### src/rtl/bcIrqPkg.sv
package bcIrqPkg;
  localparam int WORD_W = 16;
  localparam int RTA_W  = 5;
  localparam int CODE_W = 4;

  // flag register positions
  localparam int PEND_BIT  = 0;
  localparam int EOM_BIT   = 3;
  localparam int MERR_BIT  = 4;
  localparam int CODE_LSB  = 5;
  localparam int STSET_BIT = 9;
  localparam int LIVE_LO   = EOM_BIT;
  localparam int LIVE_HI   = STSET_BIT;

  // status word positions
  localparam int SW_MERR   = 10;
  localparam int SW_BCR    = 4;
  localparam int SW_RSV_LO = 5;
  localparam int SW_RSV_HI = 7;

  typedef enum logic [1:0] {
    REG_FLAGS = 2'd0,
    REG_EN    = 2'd1,
    REG_OUTEN = 2'd2,
    REG_NONE  = 2'd3
  } regSel_e;

  typedef struct packed {
    logic              setStatus;
    logic              setMsgErr;
    logic              setEom;
    logic              loadCode;
    logic [CODE_W-1:0] code;
    logic [WORD_W-1:0] clrMask;
    logic              wrEn;
    logic              wrOutEn;
    logic [WORD_W-1:0] wrData;
  } ctlStb_t;
endpackage

### src/rtl/bcStsCheck.sv
module bcStsCheck
  import bcIrqPkg::*;
#(
  parameter int WIDTH     = WORD_W,
  parameter int RTA_WIDTH = RTA_W
) (
  input  logic [WIDTH-1:0]     stsWord,
  input  logic [RTA_WIDTH-1:0] cmdRtAddr,
  input  logic                 bcastMaskEn,
  input  logic                 ctlMaskBcast,
  output logic                 statusBad
);
  localparam int FLD_W = WIDTH - RTA_WIDTH;

  logic [FLD_W-1:0] mism;
  logic             addrMiss;

  assign addrMiss = stsWord[WIDTH-1 -: RTA_WIDTH] != cmdRtAddr;

  // one comparator per status flag position; reserved positions drop out
  for (genvar b = 0; b < FLD_W; b++) begin : g_bit
    if (b == SW_BCR) begin : g_bcr
      assign mism[b] = !bcastMaskEn && (stsWord[b] != ctlMaskBcast);
    end else if (b >= SW_RSV_LO && b <= SW_RSV_HI) begin : g_rsv
      assign mism[b] = stsWord[b] & 1'b0;
    end else begin : g_zero
      assign mism[b] = stsWord[b];
    end
  end

  assign statusBad = addrMiss || (|mism);
endmodule

### src/rtl/bcIrqCtrl.sv
module bcIrqCtrl
  import bcIrqPkg::*;
#(
  parameter int WIDTH      = WORD_W,
  parameter int CODE_WIDTH = CODE_W
) (
  input  logic                  stsValid,
  input  logic                  statusBad,
  input  logic                  stsMerr,
  input  logic                  isBcastMsg,
  input  logic                  msgDone,
  input  logic                  irqOpStb,
  input  logic [CODE_WIDTH-1:0] irqOpParam,
  input  logic                  regWe,
  input  logic [1:0]            regAddr,
  input  logic [WIDTH-1:0]      regWdata,
  output ctlStb_t               stb
);
  regSel_e sel;
  assign sel = regSel_e'(regAddr);

  always_comb begin
    stb           = '0;
    stb.setStatus = stsValid && statusBad;
    stb.setMsgErr = stsValid && stsMerr && !isBcastMsg;
    stb.setEom    = msgDone;
    stb.loadCode  = irqOpStb;
    stb.code      = irqOpParam;
    stb.wrData    = regWdata;
    if (regWe) begin
      unique case (sel)
        REG_FLAGS: stb.clrMask = regWdata;
        REG_EN:    stb.wrEn    = 1'b1;
        REG_OUTEN: stb.wrOutEn = 1'b1;
        default:   ;
      endcase
    end
  end
endmodule

### src/rtl/bcIrqRegs.sv
module bcIrqRegs
  import bcIrqPkg::*;
#(
  parameter int WIDTH      = WORD_W,
  parameter int CODE_WIDTH = CODE_W
) (
  input  logic             clk,
  input  logic             rstN,
  input  ctlStb_t          stb,
  input  logic [1:0]       regAddr,
  output logic [WIDTH-1:0] regRdata,
  output logic             irqOut
);
  localparam logic [WIDTH-1:0] LIVE_MASK =
    WIDTH'(((1 << (LIVE_HI + 1)) - 1) ^ ((1 << LIVE_LO) - 1));

  logic [WIDTH-1:0] flagQ, flagD, enQ, outEnQ, setVec;
  logic             pending;
  regSel_e          sel;

  always_comb begin
    setVec            = '0;
    setVec[STSET_BIT] = stb.setStatus;
    setVec[MERR_BIT]  = stb.setMsgErr;
    setVec[EOM_BIT]   = stb.setEom;
    setVec            = setVec & enQ;
    flagD             = (flagQ & ~stb.clrMask) | setVec;
    if (stb.loadCode)
      flagD[CODE_LSB +: CODE_WIDTH] = stb.code & enQ[CODE_LSB +: CODE_WIDTH];
    flagD = flagD & LIVE_MASK;
  end

  always_ff @(posedge clk) begin
    if (!rstN) begin
      flagQ  <= '0;
      enQ    <= '0;
      outEnQ <= '0;
    end else begin
      flagQ <= flagD;
      if (stb.wrEn)    enQ    <= stb.wrData & LIVE_MASK;
      if (stb.wrOutEn) outEnQ <= stb.wrData & LIVE_MASK;
    end
  end

  assign pending = |flagQ[WIDTH-1:LIVE_LO];
  assign sel     = regSel_e'(regAddr);

  always_comb begin
    regRdata = '0;
    unique case (sel)
      REG_FLAGS: begin
        regRdata           = flagQ;
        regRdata[PEND_BIT] = pending;
      end
      REG_EN:    regRdata = enQ;
      REG_OUTEN: regRdata = outEnQ;
      default:   regRdata = '0;
    endcase
  end

  assign irqOut = |(flagQ & outEnQ);

  for (genvar k = LIVE_LO; k <= LIVE_HI; k++) begin : g_chk

    en_gate_chk: assert property (@(posedge clk) disable iff (!rstN)
      $rose(flagQ[k]) |-> $past(enQ[k]));

    sticky_chk: assert property (@(posedge clk) disable iff (!rstN)
      ($past(flagQ[k]) && !$past(stb.clrMask[k]) && !$past(stb.loadCode)) |-> flagQ[k]);
  end


  code_hold_chk: assert property (@(posedge clk) disable iff (!rstN)
    (!$past(stb.loadCode) && ($past(stb.clrMask[CODE_LSB +: CODE_WIDTH]) == '0))
      |-> $stable(flagQ[CODE_LSB +: CODE_WIDTH]));
endmodule

### src/rtl/bcStatusIrq.sv
module bcStatusIrq
  import bcIrqPkg::*;
#(
  parameter int WIDTH      = WORD_W,
  parameter int RTA_WIDTH  = RTA_W,
  parameter int CODE_WIDTH = CODE_W
) (
  input  logic                  clk,
  input  logic                  rstN,
  input  logic                  stsValid,
  input  logic [WIDTH-1:0]      stsWord,
  input  logic [RTA_WIDTH-1:0]  cmdRtAddr,
  input  logic                  bcastMaskEn,
  input  logic                  ctlMaskBcast,
  input  logic                  isBcastMsg,
  input  logic                  msgDone,
  input  logic                  irqOpStb,
  input  logic [CODE_WIDTH-1:0] irqOpParam,
  input  logic                  regWe,
  input  logic [1:0]            regAddr,
  input  logic [WIDTH-1:0]      regWdata,
  output logic [WIDTH-1:0]      regRdata,
  output logic                  irqOut
);
  logic    statusBad;
  ctlStb_t stb;

  bcStsCheck #(.WIDTH(WIDTH), .RTA_WIDTH(RTA_WIDTH)) uCheck (
    .stsWord     (stsWord),
    .cmdRtAddr   (cmdRtAddr),
    .bcastMaskEn (bcastMaskEn),
    .ctlMaskBcast(ctlMaskBcast),
    .statusBad   (statusBad)
  );

  bcIrqCtrl #(.WIDTH(WIDTH), .CODE_WIDTH(CODE_WIDTH)) uCtrl (
    .stsValid  (stsValid),
    .statusBad (statusBad),
    .stsMerr   (stsWord[SW_MERR]),
    .isBcastMsg(isBcastMsg),
    .msgDone   (msgDone),
    .irqOpStb  (irqOpStb),
    .irqOpParam(irqOpParam),
    .regWe     (regWe),
    .regAddr   (regAddr),
    .regWdata  (regWdata),
    .stb       (stb)
  );

  bcIrqRegs #(.WIDTH(WIDTH), .CODE_WIDTH(CODE_WIDTH)) uRegs (
    .clk     (clk),
    .rstN    (rstN),
    .stb     (stb),
    .regAddr (regAddr),
    .regRdata(regRdata),
    .irqOut  (irqOut)
  );


  irq_cause_chk: assert property (@(posedge clk) disable iff (!rstN)
    $rose(irqOut) |-> $past(stsValid || msgDone || irqOpStb || regWe));
endmodule

### config.mk
export PLATFORM = sky130hd
export DESIGN_NAME = bcStatusIrq
export DESIGN_NICKNAME = d
export VERILOG_FILES = /design/src/rtl/bcIrqPkg.sv /design/src/rtl/bcStsCheck.sv /design/src/rtl/bcIrqCtrl.sv /design/src/rtl/bcIrqRegs.sv /design/src/rtl/bcStatusIrq.sv
export SDC_FILE = /design/constraint.sdc
export NUM_CORES = 1
export LEC_CHECK = 0
export BUFFER_PORTS_ARGS = -buffer_cell sky130_fd_sc_hd__buf_2
export CORE_ASPECT_RATIO = 0.9
export CORE_MARGIN = 3
export CORE_UTILIZATION = 45
export CTS_CLUSTER_SIZE = 24
export DETAILED_ROUTE_END_ITERATION = 10
export PLACE_DENSITY_LB_ADDON = 0.3
export SLEW_MARGIN = 20
export SYNTH_ARGS = -nofsm -noshare
export SYNTH_HDL_FRONTEND = slang
export SYNTH_SLANG_ARGS = --single-unit
### constraint.sdc
create_clock -name clk -period 2 [get_ports clk]
set_input_delay 0.3 -clock clk [delete_from_list [all_inputs] [get_ports clk]]
set_output_delay 0.3 -clock clk [all_outputs]
set_load 0.03 [all_outputs]
==> summary.md, run 1 <==
| Metric | Value |
|---|---|
| Count of different cell masters after synthesis | `31` |
| Peak VDD IR | `0.0002315 V` |
| Global-route wire length before repair | `4567 µm` |
| Antenna violations before repair | `0` |
| Crit Path Max Fanout | `4` |
| # port buffers | `48` |
| Fin. max-slew vios | `0` |
| FMAX | `609.8 MHz` |
| Relative slew slack | `59.07%` |
| Clk_lat worst skew | `0.31 ns` |
| Clock-pin slew on the worst setup and hold paths | `0.13 ns` |
| Register bit count reported by yosys | `21` |
| Die Height | `55.62 µm` |
| DRC Markers | `0` |
| Max-Cap Viols | `0` |
| Power per Cell Area | `561.6 nW/µm²` |
| Internal | `0.5719 mW` |
| Min Tclk post-route | `1.640 ns` |
| Top-level port count | `69` |
| Routed vias/inst | `5.381` |
| RD Place Congestion | `0.8623` |
| Final Hold Vio Count | `0` |
| Drt pass-1 iters | `4` |
| Routed Antenna Nets | `0` |
| Met1 usage | `22.29%` |
| Register area | `420.4 µm²` |
| Met3 Use GR | `2.552%` |
| FF-to-FF End | `uRegs.flagQ[9]` |
| Multi-input logic area | `693.2 µm²` |
| Largest net degree at the start of global routing | `21` |
| Synthesized area per cell | `8.610 µm²` |
| Worst Hold Depth | `2` |
| Total GRT Usage | `17.13%` |
| GRT busiest layer | `met2` |
| Hold endpoint | `uRegs.flagQ[9]` |
| Worst Skew | `0.001730 ns` |
| DR WL/cell | `13.42 µm` |
| Hold_buf cts | `0` |
| Worst Reg2Reg Path Length in Cells | `3` |
| Standard-cell row count | `17` |
| YS warnings | `0` |
| Comb pwr share | `19.4%` |
| Crit path from | `uRegs.flagQ[6]` |
| Unrepaired setup endpoints after global routing | `no` |
| Area of the core | `2531 µm²` |
| Met2 global-route usage | `28.10%` |
| Startpoint types | `flop` |
| P&R area growth vs syn | `17.38%` |
| Worst Setup Path Type | `reg -> out` |
| Worst Setup Slack, final | `0.3602 ns` |
| Depth of the CTS H-tree | `1` |
| Seq/Total Area, Yosys | `34.15%` |
| Total routed wirelength | `2885 µm` |
| Arr. time, crit path | `1.34 ns` |
| Synth Cell Area | `1231 µm²` |
| Routed vias | `1,157` |
| Fin nets | `240` |
| Status | `finished, final reports clean` |
| CTS Sinks | `21` |
| CTS Buf Count | `3` |
| Pre-CTS setup slack | `0.4124 ns` |
| Worst setup EP type | `primary output` |
| Total grt overflow | `0` |
| Antenna diode count | `0` |
| DPL Wire Length | `2214 µm` |
| Initial core utilization | `48.64%` |
| Class of the worst hold path | `in -> reg` |
| Syn Inst Count | `143` |
| Min-delay src | `rstN` |
| Slew @ Worst Pin | `0.6133 ns` |
| Sw Share | `29.53%` |
| Initial DRC count | `44` |
| Die W | `61.14 µm` |
| Final setup viols | `0` |
| Max clock buf depth | `2` |
| Required @ worst endpoint | `1.70 ns` |
| Resized cells post-CTS | `0` |
| Layout cells sized above 1 | `31.02%` |
| Startpoint of the worst-slack reg-to-reg timing path | `uRegs.flagQ[9]` |
| Reg-to-reg slack, setup | `1.04 ns` |
| CTS tree | `yes` |
| Clock power frac | `26.5%` |
| Leakage | `0.6758 nW` |
| Tcrit/Tclk final | `81.99%` |
| Die area | `3400 µm²` |
| Setup TNS | `0 ns` |
| Vias in the first global route | `1,086` |
| Seq pwr share | `54.1%` |
| Filler instances | `247` |
| Postcts setup bufs | `0` |
| Clk root buf | `clkbuf_4` |
| Net Switching | `0.2397 mW` |
layout make-up:
class	count	share of cell area, %
Clock buffer	4	1.818
Inverter	6	1.558
Multi-Input combinational cell	107	47.97
Sequential cell	21	29.09
Tap cell	28	2.424
Timing Repair Buffer	49	17.14
how the worst max path moves through the flow:
stage                        to  slack [ns]  cells past startpoint
finish                   irqOut        0.36                      3
global route        regRdata[7]        0.29                      5
CTS                      irqOut        0.37                      3
detailed placement  regRdata[7]        0.41                      5
global placement    regRdata[4]        0.44                      5
floorplan           regRdata[5]        0.47                      3
flip-flops by register name (all words and copies together), names as in the netlist:
register and flops:
uRegs.outEnQ 7, uRegs.enQ 7, uRegs.flagQ 7
synth_stat cells, drive strengths merged:
library cell   n  area share (%)
dfxtp         21              34
mux2i         15              12
nand2         15             4.6
buf           14             9.2
a21oi         12             4.9
nand3         11             4.5
nor2           9             2.7
o21ai          8             3.3
inv            6             1.8
xnor2          6             4.3
a211o          4             2.8
a21bo          2             1.6
a22oi          2             1.2
clkbuf         2            0.61
nand3b         2             2.5
nor3           2            0.81
nor4           2             1.0
a211oi         1            0.61
a222oi         1            0.81
and2b          1            0.71
and4bb         1             1.0
conb           1            0.30
nand4          1            0.51
nand4b         1            0.71
nor3b          1             1.5
o2111ai        1            0.71
o311a          1            0.81
through the flow:
stage               cells  util [%]  instance area (µm²)  hold slack [ns]  power, mW
CTS                   215     57.09                 1445           0.2187     0.8102
global placement      211     56.06                 1419           0.4556     0.6025
floorplan             150         -                 1257           0.4312     0.5614
detailed placement    211     56.06                 1419           0.4670     0.6059
global route          215     57.09                 1445           0.2159     0.8397
finish                215     57.09                 1445           0.2160     0.8116
worst max-delay path, stage by stage (launching register included):
cell	delay, ns
dfxtp_1	0.36
a222oi_1	0.34
nand3_1	0.13
buf_2	0.20
cells in the final DEF (no fill, tap or decap), drive strengths merged, types with 2 or more instances in the layout:
master  count
dfxtp      21
nor4        2
buf        49
clkbuf      4
a21bo       2
a21oi      12
xnor2       6
mux2i      15
conb        8
a22oi       2
nand3      11
a211o       4
nor3        2
nand2      15
inv         6
o21ai       8
nand3b      2
nor2        9
power groups by stage:
stage / Sequential, mW / Combinational [mW] / Clock (mW)
after floorplan: 0.445 / 0.116 / 0
after global placement: 0.447 / 0.155 / 0
after detailed placement: 0.448 / 0.158 / 0
after CTS: 0.439 / 0.158 / 0.213
after global routing: 0.440 / 0.173 / 0.227
final: 0.439 / 0.158 / 0.215
logic make-up after synthesis:
kind of cell	share of synthesized area, %
AO/OA/AOI/OAI	16.77
flip-flops	34.15
buffers and inverters	11.69
XOR/XNOR	4.268
AND/OR/NAND/NOR	20.63
other	0.3046
multiplexers	12.19
per-layer routing:
| metal | part of all wire [%] | vias up |
|---|---|---|
| li1 | - | 583 |
| met1 | 42 | 516 |
| met2 | 48 | 56 |
| met3 | 9.0 | 2 |
| met4 | 0.80 | 0 |
| met5 | 0 | - |
Note: power is estimated with default switching activity, not from simulation.
==> run 2, diff against run 1 <==
--- a/config.mk
+++ b/config.mk
@@ -5,10 +5,11 @@
 export SDC_FILE = /design/constraint.sdc
 export NUM_CORES = 1
 export LEC_CHECK = 0
+export ABC_AREA = 1
 export BUFFER_PORTS_ARGS = -buffer_cell sky130_fd_sc_hd__buf_2
 export CORE_ASPECT_RATIO = 0.9
 export CORE_MARGIN = 3
-export CORE_UTILIZATION = 45
+export CORE_UTILIZATION = 39
 export CTS_CLUSTER_SIZE = 24
 export DETAILED_ROUTE_END_ITERATION = 10
 export PLACE_DENSITY_LB_ADDON = 0.3
==> constraint.sdc (replaced) <==
create_clock -name clk -period 1.5 [get_ports clk]
set_input_delay 0.225 -clock clk [delete_from_list [all_inputs] [get_ports clk]]
set_output_delay 0.225 -clock clk [all_outputs]
set_load 0.03 [all_outputs]
==> run 2 against run 1 <==
The run now ends with setup timing left. Core utilization shrank 4.8 points. Global-route usage shrank 0.39 points. First-iteration DRC count shrank 6.8%. Critical path type unchanged. Largest cell class unchanged. Largest power group unchanged. Synthesized area shrank 1.2%. Critical endpoint is now regRdata[0].
==> summary.md, run 2 <==
| Metric | Value |
|---|---|
| Die Height | `58.98 µm (+6.0%)` |
| Count of different cell masters after synthesis | `29 (-6.5%)` |
| Final Instance Area | `1496 µm² (+3.5%)` |
| Synth Cell Area | `1216 µm² (-1.2%)` |
| DPL Wire Length | `2381 µm (+7.5%)` |
| Required @ worst endpoint | `1.27 ns (-0.43 ns)` |
| Unrepaired setup endpoints after global routing | `yes` |
| Layout cells sized above 1 | `29.96% (-1.1 points)` |
| CTS Buf Count | `3 (unchanged)` |
| Biggest regs | `uRegs.enQ x7, uRegs.flagQ x7, uRegs.outEnQ x7` |
| Final core utilization | `52.32% (-4.8 points)` |
| Peak VDD IR | `0.0005421 V (+130%)` |
| Failing checks | `setup timing` |
| Antenna diode count | `0 (unchanged)` |
| Startpoint types | `flop` |
| Antenna violations before repair | `0 (unchanged)` |
| Worst setup EP type | `primary output` |
| Worst Setup Path Type | `reg -> out` |
| Synthesized area per cell | `6.832 µm² (-21%)` |
| Post-synth top cells | `nand2_1 (33), inv_1 (26), dfxtp_1 (21), a21oi_1 (17), nor2_1 (16)` |
| Hold WS | `0.1488 ns (-0.06720 ns)` |
| Register area | `421.7 µm² (+0.30%)` |
| Area of the core | `2860 µm² (+13%)` |
| DR WL/cell | `11.39 µm (-15%)` |
| Syn Inst Count | `178 (+24%)` |
| Most frequent cells in the layout | `buf_2 (46), nand2_1 (33), inv_1 (25), dfxtp_1 (20), a21oi_1 (17)` |
| Initial DRC count | `41 (-6.8%)` |
| Worst Skew | `0.009773 ns (+0.008043 ns)` |
| DRC Markers | `0 (unchanged)` |
| Total routed wirelength | `3042 µm (+5.4%)` |
| Routed vias/inst | `4.697 (-13%)` |
| Seq/Total Area, Yosys | `34.57% (+0.42 points)` |
| FF-to-FF End | `uRegs.flagQ[8]` |
| CTS Sinks | `21 (unchanged)` |
| Top-level port count | `69 (unchanged)` |
| Internal | `0.7662 mW (+34%)` |
| Tcrit/Tclk final | `101.6%` |
| Multi-input logic area | `616.8 µm² (-11%)` |
| Comb pwr share | `21.7% (+2.3 points)` |
| Arr. time, crit path | `1.30 ns (-0.04 ns)` |
| Largest net degree at the start of global routing | `14 (-33%)` |
| Fin. max-slew vios | `0 (unchanged)` |
| Min-delay src | `isBcastMsg` |
| Seq pwr share | `53.4% (-0.7 points)` |
| DP Area | `1456 µm² (+2.6%)` |
| Global-route wire length before repair | `4974 µm (+8.9%)` |
| Hold endpoint | `uRegs.flagQ[4]` |
| Largest area contributor in the netlist | `dfxtp_1` |
| YS warnings | `0 (unchanged)` |
| Setup TNS | `-0.02755 ns (-0.02755 ns)` |
| Synth area leaders | `dfxtp_1 (35%), nand2_1 (10%), inv_1 (8.0%), a21oi_1 (7.0%), buf_4 (5.6%)` |
| Leakage | `0.6921 nW (+2.4%)` |
| Count leader, synth | `nand2_1` |
| Final setup viols | `2 (+2)` |
| Routed Antenna Nets | `0 (unchanged)` |
| Total grt overflow | `0 (unchanged)` |
| Depth of the CTS H-tree | `1 (unchanged)` |
| Worst Hold Depth | `4 (+2)` |
| Register bit count reported by yosys | `21 (unchanged)` |
| Worst Reg2Reg Path Length in Cells | `4 (+1)` |
| Max clock buf depth | `2 (unchanged)` |
| Fin nets | `280 (+17%)` |
| EDFF count, synth | `0 (unchanged)` |
| Sw Share | `30.82% (+1.3 points)` |
| Crit Path Max Fanout | `4 (unchanged)` |
| Class of the worst hold path | `in -> reg` |
| Standard-cell row count | `18 (+1)` |
| Max-Cap Viols | `0 (unchanged)` |
| Worst Setup Slack, final | `-0.02402 ns (-0.3843 ns)` |
| Commonest non-fill, non-tap cell in the layout | `buf_2` |
| Share of the synthesized area in the top cell type | `34.57% (+0.42 points)` |
| Drt pass-1 iters | `4 (unchanged)` |
| Filler instances | `334 (+35%)` |
| RD Place Congestion | `0.7940 (-7.9%)` |
| Net Switching | `0.3414 mW (+42%)` |
| Min Tclk post-route | `1.524 ns` |
| Die W | `64.87 µm (+6.1%)` |
| Hold_buf cts | `0 (unchanged)` |
| Clock-pin slew on the worst setup and hold paths | `0.12 ns (about the same)` |
| Reg-to-reg slack, setup | `0.71 ns (-0.33 ns)` |
| CTS tree | `yes` |
| Status | `finished, violations left` |
| Total GRT Usage | `16.74% (-0.39 points)` |
| Startpoint of the worst-slack reg-to-reg timing path | `uRegs.flagQ[8]` |
| Top_reg_cell synth | `dfxtp_1` |
| # port buffers | `48 (unchanged)` |
| Routed vias | `1,254 (+8.4%)` |
| Power per Cell Area | `740.2 nW/µm² (+32%)` |
| Pre-CTS setup slack | `0.1965 ns (-0.2160 ns)` |
| Vias in the first global route | `1,146 (+5.5%)` |
| Async S/R FF share, synth | `0% (unchanged)` |
| FMAX | `656.2 MHz` |
| Clock power frac | `24.9% (-1.6 points)` |
| Clk_lat worst skew | `0.31 ns (about the same)` |
| Initial core utilization | `42.52% (-6.1 points)` |
| Die area | `3825 µm² (+13%)` |
| P&R area growth vs syn | `23.05%` |
| Clk root buf | `clkbuf_4` |
| Final Hold Vio Count | `0 (unchanged)` |
[run 2: changes by cell type after synthesis, sizes merged, moves of 7 or more]
cell | previous run | this run
o21ai | 8 | 15
nand2 | 15 | 36
inv | 6 | 29
mux2i | 15 | 0
nor2 | 9 | 18
o221ai | 0 | 7
[run 2: worst max-delay path, cell delays in order (launching register included)]
cell,delay (ns)
dfxtp_2,0.36
nor4_2,0.28
a41oi_1,0.15
buf_4,0.20
[run 2: cell families after synthesis]
logic type             after synthesis  share of synthesized area, %
AO/OA/AOI/OAI                       47                         23.97
XOR/XNOR                             3                         2.161
buffers and inverters               43                         17.38
flip-flops                          21                         34.57
other                                1                        0.3083
AND/OR/NAND/NOR                     63                         21.61
[run 2: per-stage QoR]
stage                     instances  power [mW]
after detailed placement        263      0.8427
after global routing            267       1.175
after floorplan                 185      0.7647
after global placement          263      0.8401
after CTS                       267       1.124
final                           267       1.108
[run 2: layout make-up]
type	count	area share, %
clock buffer	3	1.505
clock inverter	1	0.3344
inverter	30	7.525
multi-input combinational	121	41.22
sequential	21	28.18
tap	40	3.344
timing repair buffer	51	17.89
[run 2: routing by layer]
layer | vias to the layer above | share of wire, % | track usage, %
met2 | 45 | 48 | 27.70
met4 | 0 | 1.4 | 6.024
met1 | 533 | 43 | 20.94
met3 | 6 | 8.1 | 4.744
met5 | - | 0 | 0
li1 | 670 | - | -
[run 2: power by group through the flow]
stage | combinational, mW | clock [mW] | sequential (mW)
2_1_floorplan | 0.165 | 0 | 0.600
3_3_place_gp | 0.237 | 0 | 0.603
3_5_place_dp | 0.239 | 0 | 0.603
4_1_cts | 0.241 | 0.292 | 0.591
5_1_grt | 0.269 | 0.313 | 0.594
6_report | 0.240 | 0.276 | 0.591
[run 2: repair_timing]
item                       CTS  global route
buffers inserted             0             0
setup endpoints to repair    2             2
pin swaps                    0             1
hold endpoints to repair     0             0
resized for setup            4             1
[run 2: how the worst max path moves through the flow]
stage                         from     endpoint  slack, ns  cells after the start
floorplan               regAddr[0]  regRdata[4]       0.20                      4
global placement        regAddr[0]  regRdata[9]       0.20                      7
detailed placement      regAddr[0]  regRdata[4]       0.20                      7
CTS                 uRegs.flagQ[4]       irqOut      -0.02                      5
global route        uRegs.flagQ[4]       irqOut      -0.11                      5
finish              uRegs.flagQ[4]  regRdata[0]      -0.02                      3
==> run 3, diff against run 2 <==
--- a/config.mk
+++ b/config.mk
@@ -6,7 +6,7 @@
 export NUM_CORES = 1
 export LEC_CHECK = 0
 export ABC_AREA = 1
-export BUFFER_PORTS_ARGS = -buffer_cell sky130_fd_sc_hd__buf_2
+export BUFFER_PORTS_ARGS = -buffer_cell sky130_fd_sc_hd__buf_4
 export CORE_ASPECT_RATIO = 0.9
 export CORE_MARGIN = 3
 export CORE_UTILIZATION = 39
==> run 3 against run 2 <==
The flow still finishes with violations (setup timing). Sequential power barely moved. Routed wire length is 6.2% higher. Final cell count shrank 0.37%. Clock power up 3%. Sequential share of layout area decreased by 1.8 points. Die area is the same. Non-clock buffer count decreased by 1. Critical path type unchanged. Largest cell class unchanged.
==> summary.md, run 3 (same netlist as run 2, synthesis figures left out) <==
| Metric | Value |
|---|---|
| Seq pwr share | `51.4% (-2.0 points)` |
| # port buffers | `48 (unchanged)` |
| Min-delay src | `isBcastMsg` |
| Routed vias/inst | `4.812 (+2.5%)` |
| Worst Skew | `0.003444 ns (-0.006329 ns)` |
| Tcrit/Tclk final | `101.1% (-0.48 points)` |
| DP Cell Count | `262 (-0.38%)` |
| Clk root buf | `clkbuf_4` |
| Startpoint of the worst-slack reg-to-reg timing path | `uRegs.flagQ[7]` |
| Crit Path Max Fanout | `4 (unchanged)` |
| Total grt overflow | `0 (unchanged)` |
| Internal | `0.8013 mW (+4.6%)` |
| CTS Buf Count | `3 (unchanged)` |
| Hold_buf cts | `0 (unchanged)` |
| Filler instances | `296 (-11%)` |
| Biggest regs | `uRegs.enQ x7, uRegs.flagQ x7, uRegs.outEnQ x7` |
| RD Place Congestion | `0.7918 (-0.28%)` |
| Drt pass-1 iters | `4 (unchanged)` |
| Largest net degree at the start of global routing | `14 (unchanged)` |
| Max clock buf depth | `2 (unchanged)` |
| Final core utilization | `57.13% (+4.8 points)` |
| Required @ worst endpoint | `1.27 ns (about the same)` |
| Crit path cell chain | `nand2_2, o211ai_1, a21oi_1, o2111ai_1, buf_4` |
| Depth of the CTS H-tree | `1 (unchanged)` |
| Worst Hold Depth | `4 (unchanged)` |
| Biggest cell delay along the critical path | `0.39 ns (+0.03 ns)` |
| Clock power frac | `24.6% (-0.3 points)` |
| Reg-to-reg slack, setup | `0.70 ns (about the same)` |
| Vias in the first global route | `1,238 (+8.0%)` |
| P&R area growth vs syn | `34.36%` |
| Routed vias | `1,280 (+2.1%)` |
| CTS Sinks | `21 (unchanged)` |
| Worst Setup Path Type | `reg -> out` |
| Clk_lat worst skew | `0.30 ns (about the same)` |
| Power Total | `1.149 mW (+3.8%)` |
| Final Hold Vio Count | `0 (unchanged)` |
| Area of the core | `2860 µm² (unchanged)` |
| Die W | `64.87 µm (unchanged)` |
| Power per Cell Area | `703.3 nW/µm² (-5.0%)` |
| Most frequent cells in the layout | `buf_4 (49), nand2_1 (32), inv_1 (24), a21oi_1 (17), dfxtp_1 (17)` |
| DP Area | `1569 µm² (+7.7%)` |
| Peak VDD IR | `0.0007661 V (+41%)` |
| Antenna diode count | `0 (unchanged)` |
| Worst Reg2Reg Path Length in Cells | `4 (unchanged)` |
| Antenna violations before repair | `0 (unchanged)` |
| Class of the worst hold path | `in -> reg` |
| Comb pwr share | `24.0% (+2.3 points)` |
| Total routed wirelength | `3231 µm (+6.2%)` |
| Routed Antenna Nets | `0 (unchanged)` |
| Die area | `3825 µm² (unchanged)` |
| Min Tclk post-route | `1.517 ns (-0.007169 ns)` |
| Crit-path slowest cell | `dfxtp_4` |
| Net Switching | `0.3480 mW (+1.9%)` |
| Final setup viols | `2 (unchanged)` |
| Setup TNS | `-0.01921 ns (+0.008334 ns)` |
| Max-Cap Viols | `0 (unchanged)` |
| Clock-pin slew on the worst setup and hold paths | `0.12 ns (about the same)` |
| Die Height | `58.98 µm (unchanged)` |
| Unrepaired setup endpoints after global routing | `yes` |
| Total GRT Usage | `17.67% (+0.93 points)` |
| Worst Setup Slack, final | `-0.01686 ns (+0.007169 ns)` |
| Sw Share | `30.28% (-0.54 points)` |
| DR WL/cell | `12.15 µm (+6.6%)` |
| Top-level port count | `69 (unchanged)` |
| Leakage | `0.7278 nW (+5.2%)` |
| Non-Filler Instances | `266 (-0.37%)` |
| Initial core utilization | `42.52% (unchanged)` |
| DPL Wire Length | `2460 µm (+3.3%)` |
| Commonest non-fill, non-tap cell in the layout | `buf_4` |
| Global-route wire length before repair | `5347 µm (+7.5%)` |
| Fin. max-slew vios | `0 (unchanged)` |
| Fin nets | `279 (-0.36%)` |
| FF-to-FF End | `uRegs.flagQ[7]` |
| DRC Markers | `0 (unchanged)` |
| Failing checks | `setup timing` |
| Initial DRC count | `45 (+9.8%)` |
| Standard-cell row count | `18 (unchanged)` |
| CTS tree | `yes` |
| Layout cells sized above 1 | `31.86% (+1.9 points)` |
| Status | `finished, violations left` |
| Hold endpoint | `uRegs.flagQ[4]` |
| Startpoint types | `flop` |
| FMAX | `659.3 MHz (+0.47%)` |
| Arr. time, crit path | `1.29 ns (about the same)` |
| Final Instance Area | `1634 µm² (+9.2%)` |
| Postcts setup bufs | `0 (unchanged)` |
| Worst setup EP type | `primary output` |
==> run 3: routing by layer <==
layer | GRT usage, % | part of all wire, % | vias to the layer above | routed length (µm)
met5 | 0 | 0 | - | 0
li1 | - | - | 670 | -
met1 | 22.94 | 41 | 557 | 1334
met2 | 29.45 | 49 | 49 | 1578
met3 | 4.364 | 9.1 | 4 | 294
met4 | 4.819 | 0.71 | 0 | 23
==> run 3: power groups by stage <==
stage	Clock (mW)	Combinational (mW)	Sequential [mW]
global route	0.317	0.305	0.593
detailed placement	0	0.271	0.604
floorplan	0	0.165	0.600
global placement	0	0.269	0.603
finish	0.283	0.276	0.591
CTS	0.286	0.274	0.592
==> run 3: how the worst max path moves through the flow <==
stage,slack [ns],from,to
2_1_floorplan,0.20,regAddr[0],regRdata[4]
3_3_place_gp,0.22,regAddr[0],regRdata[9]
3_5_place_dp,0.23,regAddr[0],regRdata[9]
4_1_cts,-0.02,uRegs.flagQ[4],regRdata[0]
5_1_grt,-0.11,uRegs.flagQ[4],irqOut
6_report,-0.02,uRegs.flagQ[4],irqOut
==> run 3: what timing repair did <==
item / CTS / global route
resized for setup: 3 / 10
pin swaps: 2 / 5
endpoints found under the setup margin: 2 / 3
gates cloned: 0 / 0
==> run 3: layout make-up <==
class | instances | area, µm² | share of cell area [%]
Multi-Input combinational cell | 121 | 635.6 | 38.90
Tap cell | 40 | 50.05 | 3.063
Clock buffer | 4 | 26.28 | 1.608
Timing Repair Buffer | 50 | 379.1 | 23.20
Inverter | 30 | 112.6 | 6.891
Sequential cell | 21 | 430.4 | 26.34
==> run 3: per-stage QoR <==
| stage | hold slack (ns) | setup slack (ns) |
|---|---|---|
| floorplan | 0.3634 | 0.1975 |
| global placement | 0.4600 | 0.2205 |
| detailed placement | 0.4644 | 0.2262 |
| CTS | 0.1591 | -0.02135 |
| global route | 0.1644 | -0.1140 |
| finish | 0.1588 | -0.01686 |
==> run 3: worst max-delay path, delay by kind of cell, from the launching register on <==
family	cells	cell delay, ns
flops	1	0.39
compound gates	3	0.35
buf+inv	1	0.19
simple gates	1	0.06
